<file path="config.mk">
export PLATFORM = sky130hd
export DESIGN_NAME = fpa_pipe_top
export DESIGN_NICKNAME = d
export VERILOG_FILES = /design/src/rtl/fpa_pkg.sv /design/src/rtl/fpa_exp_cmp.sv /design/src/rtl/fpa_align.sv /design/src/rtl/fpa_addsub.sv /design/src/rtl/fpa_norm.sv /design/src/rtl/fpa_pipe_top.sv
export SDC_FILE = /design/constraint.sdc
export NUM_CORES = 1
export LEC_CHECK = 0
export ABC_AREA = 1
export BUFFER_PORTS_ARGS = -buffer_cell sky130_fd_sc_hd__buf_2
export CORE_AREA = 2 2 105 208
export CTS_CLUSTER_DIAMETER = 200
export CTS_CLUSTER_SIZE = 20
export DETAILED_ROUTE_END_ITERATION = 8
export DIE_AREA = 0 0 107 210
export GPL_TIMING_DRIVEN = 1
export PLACE_DENSITY = 0.84
export SYNTH_ARGS = -nofsm -noshare
export SYNTH_HDL_FRONTEND = slang
export SYNTH_SLANG_ARGS = --single-unit
</file>
<file path="constraint.sdc">
create_clock -name clk_i -period 7.49 [get_ports clk_i]
set_input_delay 0.3745 -clock clk_i [delete_from_list [all_inputs] [get_ports clk_i]]
set_output_delay 0.3745 -clock clk_i [all_outputs]
set_load 0.005 [all_outputs]
</file>
<file path="src/rtl/fpa_pkg.sv">
package fpa_pkg;
  localparam int DEF_FRAC_W = 24;
  localparam int DEF_EXP_W  = 8;

  typedef enum logic [0:0] {
    OP_ADD = 1'b0,
    OP_SUB = 1'b1
  } fpa_op_e;
endpackage

</file>
<file path="src/rtl/fpa_exp_cmp.sv">
module fpa_exp_cmp #(
  parameter int FRAC_W = 24,
  parameter int EXP_W  = 8
) (
  input  logic                    clk_i,
  input  logic                    rst_ni,
  input  logic                    valid_i,
  input  logic                    sub_i,
  input  logic                    sign_a_i,
  input  logic [FRAC_W-1:0]       frac_a_i,
  input  logic signed [EXP_W-1:0] exp_a_i,
  input  logic                    sign_b_i,
  input  logic [FRAC_W-1:0]       frac_b_i,
  input  logic signed [EXP_W-1:0] exp_b_i,
  output logic                    valid_o,
  output logic                    big_sign_o,
  output logic [FRAC_W-1:0]       big_frac_o,
  output logic                    small_sign_o,
  output logic [FRAC_W-1:0]       small_frac_o,
  output logic signed [EXP_W-1:0] exp_o,
  output logic [EXP_W:0]          diff_o
);
  import fpa_pkg::*;

  logic                 sign_b_eff;
  logic                 a_ge;
  logic signed [EXP_W:0] ea_x, eb_x;
  logic [EXP_W:0]       diff_d;

  always_comb begin
    sign_b_eff = sign_b_i ^ (fpa_op_e'(sub_i) == OP_SUB);
    a_ge       = exp_a_i >= exp_b_i;
    ea_x       = {exp_a_i[EXP_W-1], exp_a_i};
    eb_x       = {exp_b_i[EXP_W-1], exp_b_i};
    diff_d     = a_ge ? EXP_W'(1) * 0 + (ea_x - eb_x) : (eb_x - ea_x);
  end

  always_ff @(posedge clk_i or negedge rst_ni) begin
    if (!rst_ni) begin
      valid_o      <= 1'b0;
      big_sign_o   <= 1'b0;
      big_frac_o   <= '0;
      small_sign_o <= 1'b0;
      small_frac_o <= '0;
      exp_o        <= '0;
      diff_o       <= '0;
    end else begin
      valid_o <= valid_i;
      if (a_ge) begin
        big_sign_o   <= sign_a_i;
        big_frac_o   <= frac_a_i;
        small_sign_o <= sign_b_eff;
        small_frac_o <= frac_b_i;
        exp_o        <= exp_a_i;
      end else begin
        big_sign_o   <= sign_b_eff;
        big_frac_o   <= frac_b_i;
        small_sign_o <= sign_a_i;
        small_frac_o <= frac_a_i;
        exp_o        <= exp_b_i;
      end
      diff_o <= diff_d;
    end
  end

  assert_exp_max_R2: assert property (@(posedge clk_i) disable iff (!rst_ni)
    valid_i |=> (exp_o >= $past(exp_a_i)) && (exp_o >= $past(exp_b_i)));
endmodule

</file>
<file path="src/rtl/fpa_align.sv">
module fpa_align #(
  parameter int FRAC_W = 24,
  parameter int EXP_W  = 8
) (
  input  logic                    clk_i,
  input  logic                    rst_ni,
  input  logic                    valid_i,
  input  logic                    big_sign_i,
  input  logic [FRAC_W-1:0]       big_frac_i,
  input  logic                    small_sign_i,
  input  logic [FRAC_W-1:0]       small_frac_i,
  input  logic signed [EXP_W-1:0] exp_i,
  input  logic [EXP_W:0]          diff_i,
  output logic                    valid_o,
  output logic                    big_sign_o,
  output logic [FRAC_W-1:0]       big_frac_o,
  output logic                    small_sign_o,
  output logic [FRAC_W-1:0]       small_frac_o,
  output logic signed [EXP_W-1:0] exp_o
);
  localparam logic [EXP_W:0] FW_V = (EXP_W+1)'(FRAC_W);

  logic [FRAC_W-1:0] shifted;

  always_comb begin
    if (diff_i >= FW_V) shifted = '0;
    else                shifted = small_frac_i >> diff_i;
  end

  always_ff @(posedge clk_i or negedge rst_ni) begin
    if (!rst_ni) begin
      valid_o      <= 1'b0;
      big_sign_o   <= 1'b0;
      big_frac_o   <= '0;
      small_sign_o <= 1'b0;
      small_frac_o <= '0;
      exp_o        <= '0;
    end else begin
      valid_o      <= valid_i;
      big_sign_o   <= big_sign_i;
      big_frac_o   <= big_frac_i;
      small_sign_o <= small_sign_i;
      small_frac_o <= shifted;
      exp_o        <= exp_i;
    end
  end

  assert_wide_gap_zero_R3: assert property (@(posedge clk_i) disable iff (!rst_ni)
    (valid_i && diff_i >= FW_V) |=> (small_frac_o == '0));
endmodule

</file>
<file path="src/rtl/fpa_addsub.sv">
module fpa_addsub #(
  parameter int FRAC_W = 24,
  parameter int EXP_W  = 8
) (
  input  logic                    clk_i,
  input  logic                    rst_ni,
  input  logic                    valid_i,
  input  logic                    big_sign_i,
  input  logic [FRAC_W-1:0]       big_frac_i,
  input  logic                    small_sign_i,
  input  logic [FRAC_W-1:0]       small_frac_i,
  input  logic signed [EXP_W-1:0] exp_i,
  output logic                    valid_o,
  output logic                    sign_o,
  output logic [FRAC_W:0]         mag_o,
  output logic signed [EXP_W-1:0] exp_o
);
  logic [FRAC_W:0] mag_d;
  logic            sign_d;

  always_comb begin
    if (big_sign_i == small_sign_i) begin
      mag_d  = {1'b0, big_frac_i} + {1'b0, small_frac_i};
      sign_d = big_sign_i;
    end else if (big_frac_i >= small_frac_i) begin
      mag_d  = {1'b0, big_frac_i} - {1'b0, small_frac_i};
      sign_d = big_sign_i;
    end else begin
      mag_d  = {1'b0, small_frac_i} - {1'b0, big_frac_i};
      sign_d = small_sign_i;
    end
  end

  always_ff @(posedge clk_i or negedge rst_ni) begin
    if (!rst_ni) begin
      valid_o <= 1'b0;
      sign_o  <= 1'b0;
      mag_o   <= '0;
      exp_o   <= '0;
    end else begin
      valid_o <= valid_i;
      sign_o  <= sign_d;
      mag_o   <= mag_d;
      exp_o   <= exp_i;
    end
  end

  // differing signs never produce a carry out
  assert_diff_no_carry_R5: assert property (@(posedge clk_i) disable iff (!rst_ni)
    (valid_i && big_sign_i != small_sign_i) |=> !mag_o[FRAC_W]);
endmodule

</file>
<file path="src/rtl/fpa_norm.sv">
module fpa_norm #(
  parameter int FRAC_W = 24,
  parameter int EXP_W  = 8
) (
  input  logic                    clk_i,
  input  logic                    rst_ni,
  input  logic                    valid_i,
  input  logic                    sign_i,
  input  logic [FRAC_W:0]         mag_i,
  input  logic signed [EXP_W-1:0] exp_i,
  output logic                    valid_o,
  output logic                    sign_o,
  output logic [FRAC_W-1:0]       frac_o,
  output logic signed [EXP_W-1:0] exp_o,
  output logic                    ovf_o,
  output logic                    unf_o
);
  localparam int LZ_W  = $clog2(FRAC_W + 1);
  localparam int EXX_W = EXP_W + 2;
  localparam logic signed [EXP_W-1:0] EXP_MAX_V = {1'b0, {(EXP_W-1){1'b1}}};
  localparam logic signed [EXX_W-1:0] EXP_MIN_X = {3'b111, {(EXP_W-1){1'b0}}};

  logic [LZ_W-1:0]          lz;
  logic signed [EXX_W-1:0]  exp_x, lz_x, exp_dec;
  logic                     sign_d, ovf_d, unf_d;
  logic [FRAC_W-1:0]        frac_d;
  logic signed [EXP_W-1:0]  exp_d;

  always_comb begin
    lz = LZ_W'(FRAC_W);
    for (int i = 0; i < FRAC_W; i++) begin
      if (mag_i[i]) lz = LZ_W'(FRAC_W - 1 - i);
    end
  end

  always_comb begin
    exp_x   = {{2{exp_i[EXP_W-1]}}, exp_i};
    lz_x    = EXX_W'(lz);
    exp_dec = exp_x - lz_x;
    sign_d  = sign_i;
    frac_d  = '0;
    exp_d   = exp_i;
    ovf_d   = 1'b0;
    unf_d   = 1'b0;
    if (mag_i == '0) begin
      sign_d = 1'b0;
      exp_d  = '0;
    end else if (mag_i[FRAC_W]) begin
      frac_d = mag_i[FRAC_W:1];
      if (exp_i == EXP_MAX_V) ovf_d = 1'b1;
      else                    exp_d = exp_i + EXP_W'(1);
    end else if (exp_dec < EXP_MIN_X) begin
      unf_d  = 1'b1;
      sign_d = 1'b0;
      exp_d  = '0;
    end else begin
      frac_d = mag_i[FRAC_W-1:0] << lz;
      exp_d  = exp_dec[EXP_W-1:0];
    end
  end

  always_ff @(posedge clk_i or negedge rst_ni) begin
    if (!rst_ni) begin
      valid_o <= 1'b0;
      sign_o  <= 1'b0;
      frac_o  <= '0;
      exp_o   <= '0;
      ovf_o   <= 1'b0;
      unf_o   <= 1'b0;
    end else begin
      valid_o <= valid_i;
      sign_o  <= sign_d;
      frac_o  <= frac_d;
      exp_o   <= exp_d;
      ovf_o   <= valid_i & ovf_d;
      unf_o   <= valid_i & unf_d;
    end
  end

  assert_valid_step_R1: assert property (@(posedge clk_i) disable iff (!rst_ni)
    valid_o == $past(valid_i));
  assert_norm_msb_R7: assert property (@(posedge clk_i) disable iff (!rst_ni)
    (valid_o && frac_o != '0) |-> frac_o[FRAC_W-1]);
  assert_zero_canon_R8: assert property (@(posedge clk_i) disable iff (!rst_ni)
    (valid_o && frac_o == '0) |-> (exp_o == '0 && !sign_o));
  assert_unf_zero_R10: assert property (@(posedge clk_i) disable iff (!rst_ni)
    unf_o |-> (frac_o == '0 && !ovf_o));
endmodule

</file>
<file path="src/rtl/fpa_pipe_top.sv">
module fpa_pipe_top #(
  parameter int FRAC_W = fpa_pkg::DEF_FRAC_W,
  parameter int EXP_W  = fpa_pkg::DEF_EXP_W
) (
  input  logic                    clk_i,
  input  logic                    rst_ni,
  input  logic                    valid_i,
  input  logic                    sub_i,
  input  logic                    sign_a_i,
  input  logic [FRAC_W-1:0]       frac_a_i,
  input  logic signed [EXP_W-1:0] exp_a_i,
  input  logic                    sign_b_i,
  input  logic [FRAC_W-1:0]       frac_b_i,
  input  logic signed [EXP_W-1:0] exp_b_i,
  output logic                    valid_o,
  output logic                    sign_o,
  output logic [FRAC_W-1:0]       frac_o,
  output logic signed [EXP_W-1:0] exp_o,
  output logic                    ovf_o,
  output logic                    unf_o
);
  logic                    s1_valid, s1_bsign, s1_ssign;
  logic [FRAC_W-1:0]       s1_bfrac, s1_sfrac;
  logic signed [EXP_W-1:0] s1_exp;
  logic [EXP_W:0]          s1_diff;

  logic                    s2_valid, s2_bsign, s2_ssign;
  logic [FRAC_W-1:0]       s2_bfrac, s2_sfrac;
  logic signed [EXP_W-1:0] s2_exp;

  logic                    s3_valid, s3_sign;
  logic [FRAC_W:0]         s3_mag;
  logic signed [EXP_W-1:0] s3_exp;

  fpa_exp_cmp #(.FRAC_W(FRAC_W), .EXP_W(EXP_W)) u_cmp (
    .clk_i, .rst_ni, .valid_i, .sub_i,
    .sign_a_i, .frac_a_i, .exp_a_i, .sign_b_i, .frac_b_i, .exp_b_i,
    .valid_o(s1_valid), .big_sign_o(s1_bsign), .big_frac_o(s1_bfrac),
    .small_sign_o(s1_ssign), .small_frac_o(s1_sfrac), .exp_o(s1_exp), .diff_o(s1_diff)
  );

  fpa_align #(.FRAC_W(FRAC_W), .EXP_W(EXP_W)) u_align (
    .clk_i, .rst_ni, .valid_i(s1_valid),
    .big_sign_i(s1_bsign), .big_frac_i(s1_bfrac),
    .small_sign_i(s1_ssign), .small_frac_i(s1_sfrac), .exp_i(s1_exp), .diff_i(s1_diff),
    .valid_o(s2_valid), .big_sign_o(s2_bsign), .big_frac_o(s2_bfrac),
    .small_sign_o(s2_ssign), .small_frac_o(s2_sfrac), .exp_o(s2_exp)
  );

  fpa_addsub #(.FRAC_W(FRAC_W), .EXP_W(EXP_W)) u_addsub (
    .clk_i, .rst_ni, .valid_i(s2_valid),
    .big_sign_i(s2_bsign), .big_frac_i(s2_bfrac),
    .small_sign_i(s2_ssign), .small_frac_i(s2_sfrac), .exp_i(s2_exp),
    .valid_o(s3_valid), .sign_o(s3_sign), .mag_o(s3_mag), .exp_o(s3_exp)
  );

  fpa_norm #(.FRAC_W(FRAC_W), .EXP_W(EXP_W)) u_norm (
    .clk_i, .rst_ni, .valid_i(s3_valid), .sign_i(s3_sign), .mag_i(s3_mag), .exp_i(s3_exp),
    .valid_o, .sign_o, .frac_o, .exp_o, .ovf_o, .unf_o
  );
endmodule

</file>
# After elaboration in Yosys (flattened, before gate mapping)
# Index checks and enable logic that the tools add are counted.
[word_totals] register_bits=198 word_cells=93 input_bits=70 out_inout_bits=36
[op_classes] add_sub_neg=7 order_cmp=4 muxes=51 n_eq_ne=2 bitwise_logic=3 shift=2 n_reduce_logical=1
[op_table] cell="$mux W24" count=6
[op_table] cell="$mux W5" count=23
[op_table] cell="$mux W25" count=2
[op_table] cell="$sub A24 B24 Y25" count=2
[op_table] cell="$mux W8" count=5
[op_table] cell="$add A24 B24 Y25" count=1
[op_table] cell="$logic_not A25 Y1" count=1
[op_table] cell="$ge A24 B24 Y1" count=1
[op_table] cell="$shl A24 B5 Y24" count=1
[op_table] cell="$shr A24 B9 Y24" count=1
[op_table] cell="$sub A8 B8 Y9" count=2
[op_table] cell="$mux W1" count=13
[op_table] cell="$lt A10 B8 Y1 const B" count=1
[op_table] cell="$ge A9 B5 Y1 const B" count=1
[op_table] cell="$mux W9" count=1
[op_table] cell="$sub A8 B6 Y9" count=1
[op_table] cell="$add A8 B2 Y8 const B" count=1
[op_table] cell="$eq A8 B8 Y1 const B" count=1
[op_table] cell="$ge A8 B8 Y1" count=1
[op_table] cell="$mux W4" count=1
[op_table] cell="$and A1 B1 Y1" count=2
[op_table] cell="$eq A1 B1 Y1" count=1
[op_table] cell="$xor A1 B1 Y1" count=1

# Depth between registers and ports, before layout
# Gate-level depths: netlist (run 1).
[depth] ltp_word=30 mapped_depth=44 mapped_depth_nobuf=42

# By module
# From an unflattened synthesis (run 1), not the netlist that was laid out.
[hier_totals] hier_cells=2417 area_unflattened_um2=15992.8
[by_module_without_submodules] mod="fpa_addsub" seq_area_each_um2=875.8 area_per_inst_um2=6517.5 instances=1 cells_per_inst=1144
[by_module_without_submodules] mod="fpa_exp_cmp" seq_area_each_um2=1701.6 area_per_inst_um2=3538.4 instances=1 cells_per_inst=445
[by_module_without_submodules] mod="fpa_norm" seq_area_each_um2=900.9 area_per_inst_um2=3069.2 instances=1 cells_per_inst=486
[by_module_without_submodules] mod="fpa_align" seq_area_each_um2=1476.4 area_per_inst_um2=2867.8 instances=1 cells_per_inst=342

# Worst setup path after synthesis (run 1)
# No wires, ideal clock.
[synth_path] kind="reg-to-reg" startpoint="register u_addsub.mag_o[2]" endpoint="register u_norm.frac_o[17]" path_slack_ns=3.905 path_buffers=2 t_required_ns=7.425 stages_incl_launch_ff=40 setup_ns=0.065 period_less_slack_ns=3.585 arrival_time_ns=3.519 cell_sequence="dfrtp_1 -> inv_2 -> nand2_1 -> nand2_1 -> nand2_1 -> nand2_1 -> nand2_1 -> nand2_1 -> nand2_1 -> nand2_1 -> nand2_1 -> nand2_1 -> nand2_1 -> nand2_1 -> nand2_1 -> nand2_1 -> nand2_1 -> nand2_1 -> [... 4 more ...] -> nand2_4 -> buf_6 -> ha_1 -> fa_1 -> nor2_1 -> o21ai_0 -> nand2_1 -> nand2_1 -> nand3_1 -> o21ai_1 -> nor2_2 -> inv_2 -> nor2_1 -> inv_2 -> clkbuf_1 -> o21ai_0 -> nand2_1 -> nand2_1"
[synth_between] elab_chain_len=27 elab_cells_between_ends=29 cone_classes="add/sub: 1; order compare: 1; shift: 1; mux: 25; reduce/logical: 1"
[synth_rtl] item="start, declared" line="fpa_addsub.sv:15" rtl="output logic [FRAC_W:0] mag_o,"
[synth_rtl] item="start signal, assigned" line="fpa_addsub.sv:43" rtl="mag_o <= mag_d;"
[synth_rtl] item="$mux W5 (22 in series)" line="fpa_norm.sv:32" rtl="if (mag_i[i]) lz = LZ_W'(FRAC_W - 1 - i);"
[synth_rtl] item="$sub A8 B6 Y9" line="fpa_norm.sv:39" rtl="exp_dec = exp_x - lz_x;"
[synth_rtl] item="$lt A10 B8 Y1" line="fpa_norm.sv:52" rtl="end else if (exp_dec < EXP_MIN_X) begin"
[synth_rtl] item="$mux W24" line="fpa_norm.sv:52"
[synth_rtl] item="$mux W24" line="fpa_norm.sv:48" rtl="end else if (mag_i[FRAC_W]) begin"
[synth_rtl] item="$mux W24 *" line="fpa_norm.sv:45" rtl="if (mag_i == '0) begin"
[synth_rtl] item="net u_norm.frac_d[17]" line="fpa_norm.sv:26" rtl="logic [FRAC_W-1:0] frac_d;"
[synth_rtl] item="end signal, assigned" line="fpa_norm.sv:73" rtl="frac_o <= frac_d;"
[synth_rtl] item="end, declared" line="fpa_norm.sv:13" rtl="output logic [FRAC_W-1:0] frac_o,"
# Mark *: on every way through the listed nets, which the timed path passes. The rest lies on a longest branch.

# Worst setup path in the final report (run 1)
[layout_path] startpoint="register u_addsub.mag_o[0]" endpoint="register u_norm.frac_o[10]"
[layout_between] elab_chain_len=29 elab_cells_between_ends=31 cone_classes="add/sub: 1; order compare: 1; shift: 1; mux: 27; reduce/logical: 1"
[layout_rtl] item="$mux W4" line="fpa_norm.sv:32"
[layout_rtl] item="$mux W5 (23 in series)" line="fpa_norm.sv:32"
[layout_rtl] item="$sub A8 B6 Y9" line="fpa_norm.sv:39"
[layout_rtl] item="$lt A10 B8 Y1" line="fpa_norm.sv:52"
[layout_rtl] item="$mux W24" line="fpa_norm.sv:52"
[layout_rtl] item="$mux W24" line="fpa_norm.sv:48"
[layout_rtl] item="$mux W24 *" line="fpa_norm.sv:45"
[layout_rtl] item="net u_norm.frac_d[10]" line="fpa_norm.sv:26"
# Marked as above.

==> flow_summary.yaml, run 1 <==
run_status:
  status: "complete, no violations"
yosys:
  netlist_area_um2: 13280
  synth-xor-area-share: 0.02375
  synth_most_common_cell: "nand2_1"
  synthAdderAreaFrac: 0.09763
  ys_warn_count: 0
  synth_top_area_frac: 0.3732
  avgSynthCellArea_um2: 7.501
  synth_cell_type_count: 61
  yosys.area_share.simple: 0.2043
  synth_area_leaders: "dfrtp_1 37%, nand2_1 9.3%, ha_1 8.9%"
  syn-num-nets: 1940
  synthTopCellsByCount: "328 x nand2_1, 247 x inv_1, 198 x dfrtp_1"
  synth_compound_area_frac: 0.1840
  synth_top_family_by_area: "simple AND/OR/NAND/NOR gates"
  synthCells: 1770
  synth_largest_area_cell: "dfrtp_1"
  muxShareOfSynthArea: 0.01282
  synth_edf_count: 0
  yosysSeqAreaShare: 0.3732
  ys_seq_elements: 198
  ys.flop_type: "dfrtp_1"
  synthArstFlopShare: 1.000
sta:
  hold_viol_final: 0
  tns_ps: 0
  max_freq_mhz: 202.9
  tightest_slew_ps: 1168
  slew_headroom: 0.2182
  fin_skew_ps: 17.81
  fin_ws_ps: 2563
  setup_viol: 0
  rsz0062_at_grt: "false"
  finalCritPeriodShare: 0.6579
  drv_slew: 0
  finalCriticalPeriod_ps: 4927
die:
  die_w_um: 107
  die_area_um2: 22470
  placeableCoreArea_um2: 20930
  dieHeight_um: 210
  rows: 75
  io-pin-count: 106
  initial_core_util: 0.6344
setup_path:
  reg2reg_from: "u_addsub.mag_o[0]"
  cpMostUsedCell: "nand2_1"
  critical_path.slowest_cell: "inv_1"
  critPathKind: "reg2reg"
  rrSetupSlack_ps: 2560
  cp.required_ps: 7860
  crit_fanout: 23
  r2r-end: "u_norm.frac_o[10]"
  slowest_delay_ps: 590
  reg2reg_depth: 27
  cp-end-kind: "register"
  cp.arrival_ps: 5300
  startpoint_type: "register"
routing:
  ant_nets: 0
  drt_iter0_drc: 688
  drt-total-wl_um: 35910
  drc: 0
  vias: 12177
  routedWlPerCell_um: 17.11
  first_pass_iters: 5
  via_per_inst: 5.801
min_path:
  hold_depth: 1
  hold_end: "u_cmp.valid_o"
  min_from: "valid_i"
  hold_class: "in2reg"
clock_network:
  cts_tree: "done"
  ctsHoldBuffers: 0
  root_buffer: "clkbuf_16"
  cts_max_level: 4
  clk_latency_ps: 460
  cts_buffers: 17
  postCtsSetupRepairBufs: 0
  clk_pin_slew_worst_paths_ps: 80
  ctsResizeCount: 0
  cts_sinks: 198
  clockBufferDepth: 2
pwr:
  p_per_area_nw_per_um2: 329.3
  ir_worst_vdd_v: 0.0002014
  power_leakage_uw: 0.007346
grt:
  antenna_found_initial: 0
  grt.total_usage: 0.3321
  grt_max_degree: 140
  grt.overflow.total: 0
  grt_pass1_vias: 12289
  grt_pass1_wl_um: 57890
job:
  cap_violations: 0
finish:
  drive_gt1_frac: 0.1005
  syn_to_final_growth_pct: 8.868
  diodes: 0
  final_nets: 1987
  fin_cells: 2099
placed_design:
  gp_congestion: 1.043
  place_ws_ps: 2701
  io_buffers: 105
  post-dp-hpwl_um: 28200
  placedCellCount: 2067
## how the worst max path moves through the flow
stage	from	end	slack, ps	cells past startpoint
2_1_floorplan	u_addsub.mag_o[2]	u_norm.frac_o[17]	3910	39
3_5_place_dp	u_addsub.mag_o[7]	u_norm.frac_o[10]	2700	21
6_report	u_addsub.mag_o[0]	u_norm.frac_o[10]	2560	27
3_3_place_gp	u_addsub.mag_o[0]	u_norm.frac_o[10]	2800	27
5_1_grt	u_addsub.mag_o[0]	u_norm.frac_o[10]	2000	27
4_1_cts	u_addsub.mag_o[0]	u_norm.frac_o[10]	2640	27
## critical path, delay by kind of cell, from the launching register on
kind	cells	cell delay (ps)
buf+inv	5	1100
simple gates	15	1890
flops	1	420
compound gates	6	840
fa+ha+maj	1	580
## state kept, by name, indices dropped and copies added (netlist names), 8 cells and up
name	cells
u_align.exp_o	8
u_norm.exp_o	8
u_norm.frac_o	24
u_align.small_frac_o	24
u_addsub.mag_o	25
u_cmp.exp_o	8
u_align.big_frac_o	24
u_cmp.small_frac_o	24
u_cmp.big_frac_o	24
u_addsub.exp_o	8
u_cmp.diff_o	9
## where the power goes
part           total [uW]  switching (uW)  internal, uW  leakage, uW
clock                 963             471           492     0.000310
sequential           1530             196          1330      0.00241
combinational        2270            1520           749      0.00462
## layout make-up
type / count / area [um2]
clock buffer: 17 / 425.4
clock inverter: 15 / 215.2
fill: 1822 / 6472
inverter: 260 / 978.4
multi-input combinational: 1226 / 6942
sequential: 198 / 4955
tap: 269 / 336.6
timing repair buffer: 114 / 601.8
## layout by cell type, fill, tap and decap left out, drive strengths merged, types with 9 or more instances in the layout
cell type  instances
a21oi            134
a31oi             12
buf              113
clkbuf            18
clkinv             9
dfrtp            198
ha                94
inv              265
mux2i             17
nand2            331
nand3            159
nor2             122
nor3              16
o211ai            12
o21ai            196
o22ai             14
xor2              31
## cells by family after synthesis
family	Yosys count
muxes	17
buffers and inverters	346
adders and majority gates	100
DFF	198
xor gates and xnor gates	36
AOI/OAI and AO/OA	428
and+or+nand+nor	645
## per-layer routing
metal	GRT usage	routed length, um	up-vias	part of all wire
li1	-	-	5906	-
met1	0.2906	11570	5691	0.32
met2	0.6446	20010	399	0.56
met3	0.05040	1271	181	0.035
met4	0.2584	3055	0	0.085
met5	0	0	-	0
## per-stage QoR
step           power, uW  instance area [um2]  hold WS, ps    util
3_5_place_dp        3751                13810        334.7  0.6601
4_1_cts             4719                14450        7.146  0.6907
6_report            4759                14450        27.49  0.6907
5_1_grt             5132                14450        17.73  0.6907
3_3_place_gp        3716                13810        331.7  0.6601
2_1_floorplan       3139                13280        78.91       -
Power figures use the tool's default switching activity.
==> inputs of run 2 (changes only) <==
--- a/config.mk
+++ b/config.mk
@@ -5,15 +5,15 @@
 export SDC_FILE = /design/constraint.sdc
 export NUM_CORES = 1
 export LEC_CHECK = 0
-export ABC_AREA = 1
+export ABC_AREA = 0
 export BUFFER_PORTS_ARGS = -buffer_cell sky130_fd_sc_hd__buf_2
-export CORE_AREA = 2 2 105 208
+export CORE_AREA = 2 2 115 229
 export CTS_CLUSTER_DIAMETER = 200
 export CTS_CLUSTER_SIZE = 20
 export DETAILED_ROUTE_END_ITERATION = 8
-export DIE_AREA = 0 0 107 210
+export DIE_AREA = 0 0 117 231
 export GPL_TIMING_DRIVEN = 1
-export PLACE_DENSITY = 0.84
+export PLACE_DENSITY = 0.77
 export SYNTH_ARGS = -nofsm -noshare
 export SYNTH_HDL_FRONTEND = slang
 export SYNTH_SLANG_ARGS = --single-unit
==> constraint.sdc (replaced) <==
create_clock -name clk_i -period 4.2 [get_ports clk_i]
set_input_delay 0.21 -clock clk_i [delete_from_list [all_inputs] [get_ports clk_i]]
set_output_delay 0.21 -clock clk_i [all_outputs]
set_load 0.005 [all_outputs]
==> flow_summary.yaml, run 2 <==
run_status:
  status: "complete, no violations"
grt:
  grt_max_degree: 103
  grt.overflow.total: 0
  grt.total_usage: 0.3272
  antenna_found_initial: 0
  grt_pass1_vias: 12718
  grt_pass1_wl_um: 67550
setup_path:
  cp-end-kind: "register"
  slowest_delay_ps: 520
  crit_buf_inv: 2
  cp-startpoint: "u_addsub.mag_o[1]"
  reg2reg_depth: 15
  critical_path.cell_chain: "nor2_1 -> o31a_1 -> o311ai_1 -> a31oi_1 -> nor2_4 -> inv_2 -> ha_1 -> nor2b_1 -> o21ai_0 -> a21oi_1 -> o21ai_1 -> mux2i_1 -> buf_4 -> or2_2 -> o41ai_1"
  crit_fanout: 8
  critPathTopFamily: "compound AO/OA/AOI/OAI gates"
  reg2reg_from: "u_addsub.mag_o[1]"
  cp.arrival_ps: 4190
  r2r-end: "u_norm.exp_o[3]"
  crit_end: "u_norm.exp_o[3]"
  critical_path.slowest_cell: "o41ai_1"
  critPathKind: "reg2reg"
  rrSetupSlack_ps: 320
  cp.required_ps: 4510
  crit_cells: 15
  startpoint_type: "register"
yosys:
  ys.flop_type: "dfrtp_1"
  synth_most_common_cell: "dfrtp_1"
  synth_top_area_frac: 0.3554
  ys_warn_count: 0
  synthTopCellsByCount: "198 x dfrtp_1, 130 x nor2_1, 118 x nand2_1"
  synth_largest_area_cell: "dfrtp_1"
  avgSynthCellArea_um2: 9.007
  synthArstFlopShare: 1.000
  yosysSeqAreaShare: 0.3554
  synth_cell_type_count: 89
  synthCells: 1548
  ys_seq_elements: 198
  syn-num-nets: 1718
  netlist_area_um2: 13940
  synth_area_leaders: "dfrtp_1 36%, ha_1 8.4%, mux2_2 5.4%"
  synth_edf_count: 0
routing:
  drt_iter0_drc: 951
  via_per_inst: 6.133
  ant_nets: 0
  routedWlPerCell_um: 20.92
  drc: 0
  vias: 12567
  first_pass_iters: 5
  drt-total-wl_um: 42860
sta:
  max_freq_mhz: 257.7
  rsz0062_at_grt: "false"
  finalCritPeriodShare: 0.9240
  drv_slew: 0
  slew_headroom: 0.2416
  finalCriticalPeriod_ps: 3881
  hold_viol_final: 0
  setup_viol: 0
  fin_skew_ps: 14.49
  tightest_slew_ps: 1138
  tns_ps: 0
placed_design:
  post_dp_cell_area_um2: 14870
  io_buffers: 105
  placedCellCount: 1943
  gp_congestion: 1.004
  post-dp-hpwl_um: 31270
clock_network:
  root_buffer: "clkbuf_16"
  cts_sinks: 198
  clockBufferDepth: 2
  cts_buffers: 17
  clk_latency_ps: 480
  clk_pin_slew_worst_paths_ps: 80
  postCtsSetupRepairBufs: 0
  cts_tree: "done"
  cts_max_level: 4
min_path:
  hold_class: "in2reg"
  min_from: "exp_a_i[2]"
finish:
  final_cell_mix: "198 x dfrtp_1, 129 x nor2_1, 118 x nand2_1, 117 x a21oi_1, 110 x inv_1"
  mostFrequentLayoutCell: "dfrtp_1"
  diodes: 0
  final_nets: 1866
  drive_gt1_frac: 0.1726
  largest_reg_flops: 25
  top_register: "u_addsub.mag_o"
  syn_to_final_growth_pct: 16.50
  fin_cells: 2049
  fin_area_um2: 16240
  fin_util: 0.6384
die:
  io-pin-count: 106
  initial_core_util: 0.5480
  placeableCoreArea_um2: 25440
  rows: 83
  die_w_um: 117
  dieHeight_um: 231
  die_area_um2: 27030
pwr:
  power_leakage_uw: 0.007264
  ir_worst_vdd_v: 0.0003807
  p_per_area_nw_per_um2: 516.5
job:
  cap_violations: 0
[run 2: final cells by class]
cell class / count / area, um2
Clock buffer: 17 / 425.4
Clock inverter: 15 / 209.0
Fill cell: 2149 / 9200
Inverter: 114 / 430.4
Multi-Input combinational cell: 1142 / 8168
Sequential cell: 198 / 4955
Tap cell: 340 / 425.4
Timing Repair Buffer: 223 / 1630
[run 2: repair_timing]
item                       in CTS  in global routing
resized for setup               0                  1
hold endpoints to repair      147                  0
setup endpoints to repair       0                  2
hold buffers                   74                  0
[run 2: per-layer routing]
| metal | global-route usage | up-vias | share of wire | wire length [um] |
|---|---|---|---|---|
| met5 | 0 | - | 0 | 0 |
| met4 | 0.1816 | 0 | 0.057 | 2428 |
| met3 | 0.03781 | 140 | 0.043 | 1829 |
| met2 | 0.5659 | 489 | 0.52 | 22180 |
| met1 | 0.3862 | 6085 | 0.38 | 16420 |
| li1 | - | 5853 | - | - |
[run 2: worst min-delay path by stage]
stage	to	slack, ps	depth (start not counted)
finish	u_cmp.exp_o[2]	2	3
CTS	u_cmp.small_frac_o[18]	2	2
global route	u_cmp.big_frac_o[7]	20	2
global placement	u_align.small_frac_o[6]	320	1
floorplan	u_addsub.exp_o[0]	-90	0
detailed placement	u_align.small_frac_o[5]	320	1
[run 2: worst reg2reg max path, stage by stage (launching register included)]
cell and delay, ps:
dfrtp_1 490, nor2_1 80, o31a_1 240, o311ai_1 280
a31oi_1 250, nor2_4 200, inv_2 60, ha_1 260
nor2b_1 120, o21ai_0 190, a21oi_1 120, o21ai_1 250
mux2i_1 140, buf_4 180, or2_2 350, o41ai_1 520
[run 2: per-stage QoR]
stage / worst slack (ps) / hold slack [ps] / power (uW)
after detailed placement: 363.3 / 320.7 / 6509
after global placement: 425.9 / 321.1 / 6467
after floorplan: 70.12 / -85.59 / 5238
after CTS: 309.9 / 1.724 / 8328
final: 319.2 / 1.534 / 8389
after global routing: 115.8 / 15.15 / 8853
[run 2: logic make-up after synthesis]
logic type                 Yosys count  share of synthesized area
adders and majority gates          100                    0.09297
AOI/OAI and AO/OA                  425                     0.2027
DFF                                198                     0.3554
muxes                              133                     0.1126
and+or+nand+nor                    449                     0.1539
xor gates and xnor gates            35                    0.02199
buffers and inverters              208                    0.06040
[run 2: where the power goes]
group          internal [uW]  switching [uW]  leakage [uW]
Sequential              2330             518       0.00238
Combinational           1580            2230       0.00457
Clock                    830             907      0.000306
==> inputs of run 3 (changes only) <==
--- a/config.mk
+++ b/config.mk
@@ -7,13 +7,14 @@
 export LEC_CHECK = 0
 export ABC_AREA = 0
 export BUFFER_PORTS_ARGS = -buffer_cell sky130_fd_sc_hd__buf_2
-export CORE_AREA = 2 2 115 229
+export CORE_AREA = 2 2 116 231
 export CTS_CLUSTER_DIAMETER = 200
 export CTS_CLUSTER_SIZE = 20
 export DETAILED_ROUTE_END_ITERATION = 8
-export DIE_AREA = 0 0 117 231
+export DIE_AREA = 0 0 118 233
 export GPL_TIMING_DRIVEN = 1
 export PLACE_DENSITY = 0.77
 export SYNTH_ARGS = -nofsm -noshare
 export SYNTH_HDL_FRONTEND = slang
+export SYNTH_HIERARCHICAL = 1
 export SYNTH_SLANG_ARGS = --single-unit
==> flow_summary.yaml, run 3 <==
min_path:
  hold_depth: 2
  min_from: "frac_a_i[0]"
  hold_end: "u_cmp/big_frac_o[0]"
  hold_class: "in2reg"
routing:
  routedWlPerCell_um: 22.21
  dr_wl_met3_um: 1706
  wl_met2_um: 25200
  drt-total-wl_um: 44020
  via_per_inst: 6.237
  vias: 12362
  first_pass_iters: 8
  top_layer_used: "met4"
  ant_nets: 0
  drc: 0
  met1_length_um: 13690
  drt_iter0_drc: 1060
sta:
  rsz0062_at_grt: "true"
  setup_viol: 0
  drv_slew: 0
  slew_headroom: 0.2150
  finalCritPeriodShare: 0.9569
  hold_viol_final: 0
  max_freq_mhz: 248.8
  finalCriticalPeriod_ps: 4019
  tightest_slew_ps: 1178
  fin_skew_ps: 9.767
pwr:
  power_leakage_uw: 0.007498
  ir_worst_vdd_v: 0.0003230
  total_power_uw: 8971
  p_per_area_nw_per_um2: 543.7
finish:
  syn_to_final_growth_pct: 15.73
  diodes: 0
  seq_area_um2: 4955
  multiInputGateArea_um2: 8368
  final_nets: 1802
  top_register: "u_addsub/mag_o"
  mostFrequentLayoutCell: "dfrtp_1"
  largest_reg_flops: 25
  final_cell_mix: "198 x dfrtp_1, 114 x inv_1, 110 x a21oi_1, 104 x buf_2, 100 x nor2_1"
  fillerInstances: 2067
  drive_gt1_frac: 0.1998
  fin_util: 0.6432
setup_path:
  cp.required_ps: 4540
  startpoint_type: "register"
  rrSetupSlack_ps: 180
  reg2reg_from: "u_addsub/mag_o[7]"
  cp.arrival_ps: 4360
  reg2reg_depth: 17
  critPathTopFamily: "simple AND/OR/NAND/NOR gates"
  critical_path.slowest_cell: "a211oi_1"
  r2r-end: "u_norm/frac_o[16]"
  critical_path.cell_chain: "nor2_1 -> o311ai_0 -> buf_4 -> a211oi_1 -> o21ai_2 -> inv_1 -> ha_1 -> fa_1 -> nand2b_1 -> a21oi_1 -> or3b_2 -> mux2i_1 -> buf_4 -> nand2b_1 -> nor2_1 -> a32oi_1 -> nand3_1"
  cp-end-kind: "register"
  critPathKind: "reg2reg"
  crit_cells: 17
  crit_fanout: 7
  crit_buf_inv: 3
  slowest_delay_ps: 610
grt:
  grt_max_degree: 127
  grt.overflow.total: 0
  antenna_found_initial: 0
  grt.total_usage: 0.3270
  grt_pass1_wl_um: 68520
  grt_pass1_vias: 12803
die:
  dieHeight_um: 233
  io-pin-count: 106
  placeableCoreArea_um2: 25650
  rows: 83
  die_area_um2: 27490
  initial_core_util: 0.5558
  die_w_um: 118
clock_network:
  clk_pin_slew_worst_paths_ps: 80
  cts_max_level: 4
  root_buffer: "clkbuf_16"
  clockBufferDepth: 2
  clk_latency_ps: 460
  cts_tree: "done"
  cts_sinks: 198
  postCtsSetupRepairBufs: 0
  cts_buffers: 17
yosys:
  avgSynthCellArea_um2: 9.765
  synth_edf_count: 0
  ys_warn_count: 6
  synth_top_area_frac: 0.3475
  netlist_area_um2: 14260
  synth_most_common_cell: "dfrtp_1"
  synth_largest_area_cell: "dfrtp_1"
  ys_seq_elements: 198
  synth_cell_type_count: 99
  synthTopCellsByCount: "198 x dfrtp_1, 114 x inv_1, 110 x a21oi_1"
  synthCells: 1460
  syn-num-nets: 1633
  synthArstFlopShare: 1.000
  yosysSeqAreaShare: 0.3475
  synth_area_leaders: "dfrtp_1 35%, ha_1 8.5%, mux2_4 4.1%"
  ys.flop_type: "dfrtp_1"
run_status:
  status: "complete, no violations"
job:
  cap_violations: 0
placed_design:
  gp_congestion: 1.022
  io_buffers: 105
  post-dp-hpwl_um: 32870
run 3: changes by cell type after synthesis, sizes merged, moves of 5 or more:
cell,delta
a311oi,-5
nor3,-12
clkbuf,-29
buf,+16
nor4,+6
mux2i,-13
nor2,-28
mux4,+13
nand2,-22
a22oi,+5
o21ai,-27
a211oi,-14
and3,-5
run 3: worst max-delay path by stage:
| stage | from | to |
|---|---|---|
| 6_report | u_addsub/mag_o[7] | u_norm/frac_o[16] |
| 5_1_grt | u_addsub/mag_o[7] | u_norm/frac_o[19] |
| 4_1_cts | u_addsub/mag_o[1] | u_norm/frac_o[19] |
| 3_5_place_dp | u_addsub/mag_o[7] | u_norm/frac_o[16] |
| 3_3_place_gp | u_addsub/mag_o[7] | u_norm/frac_o[19] |
| 2_1_floorplan | u_addsub/mag_o[6] | u_norm/frac_o[16] |
run 3: cell type report:
cell class,instances,area share
Clock buffer,18,0.02662
Clock inverter,14,0.01191
Inverter,117,0.02669
Multi-Input combinational cell,1064,0.5072
Sequential cell,198,0.3003
Tap cell,340,0.02578
Timing Repair Buffer,231,0.1015
run 3: through the flow:
stage	instance area, um2	worst slack [ps]	hold slack, ps	TNS, ps	instances
floorplan	14260	356.8	-85.59	0	1460
CTS	16480	213.6	0.2076	0	1982
detailed placement	15170	251.6	319.8	0	1882
finish	16500	180.8	20.07	0	1982
global placement	15170	252.4	317.8	0	1882
global route	16500	-0.4303	6.913	-0.4303	1982
run 3: cells by family after synthesis:
logic type	share of synthesized area
AOI/OAI and AO/OA	0.1966
buffers and inverters	0.06845
xor gates and xnor gates	0.02273
DFF	0.3475
muxes	0.1358
and+or+nand+nor	0.1354
adders and majority gates	0.09355
run 3: what timing repair did:
item / in CTS / in global routing
endpoints found under the setup margin: 0 / 4
resized for setup: 0 / 2
hold buffers: 68 / 0
endpoints found under the hold margin: 172 / 0
run 3: per-layer routing:
layer	vias up	track usage
li1	5655	-
met1	5923	0.2876
met2	585	0.6575
met3	199	0.03897
met4	0	0.2447
met5	-	0
run 3: where the power goes:
group / internal, uW / total, uW / switching [uW]
combinational: 1850 / 4490 / 2640
sequential: 2340 / 2780 / 442
clock: 883 / 1700 / 820
total: 5070 / 8970 / 3900
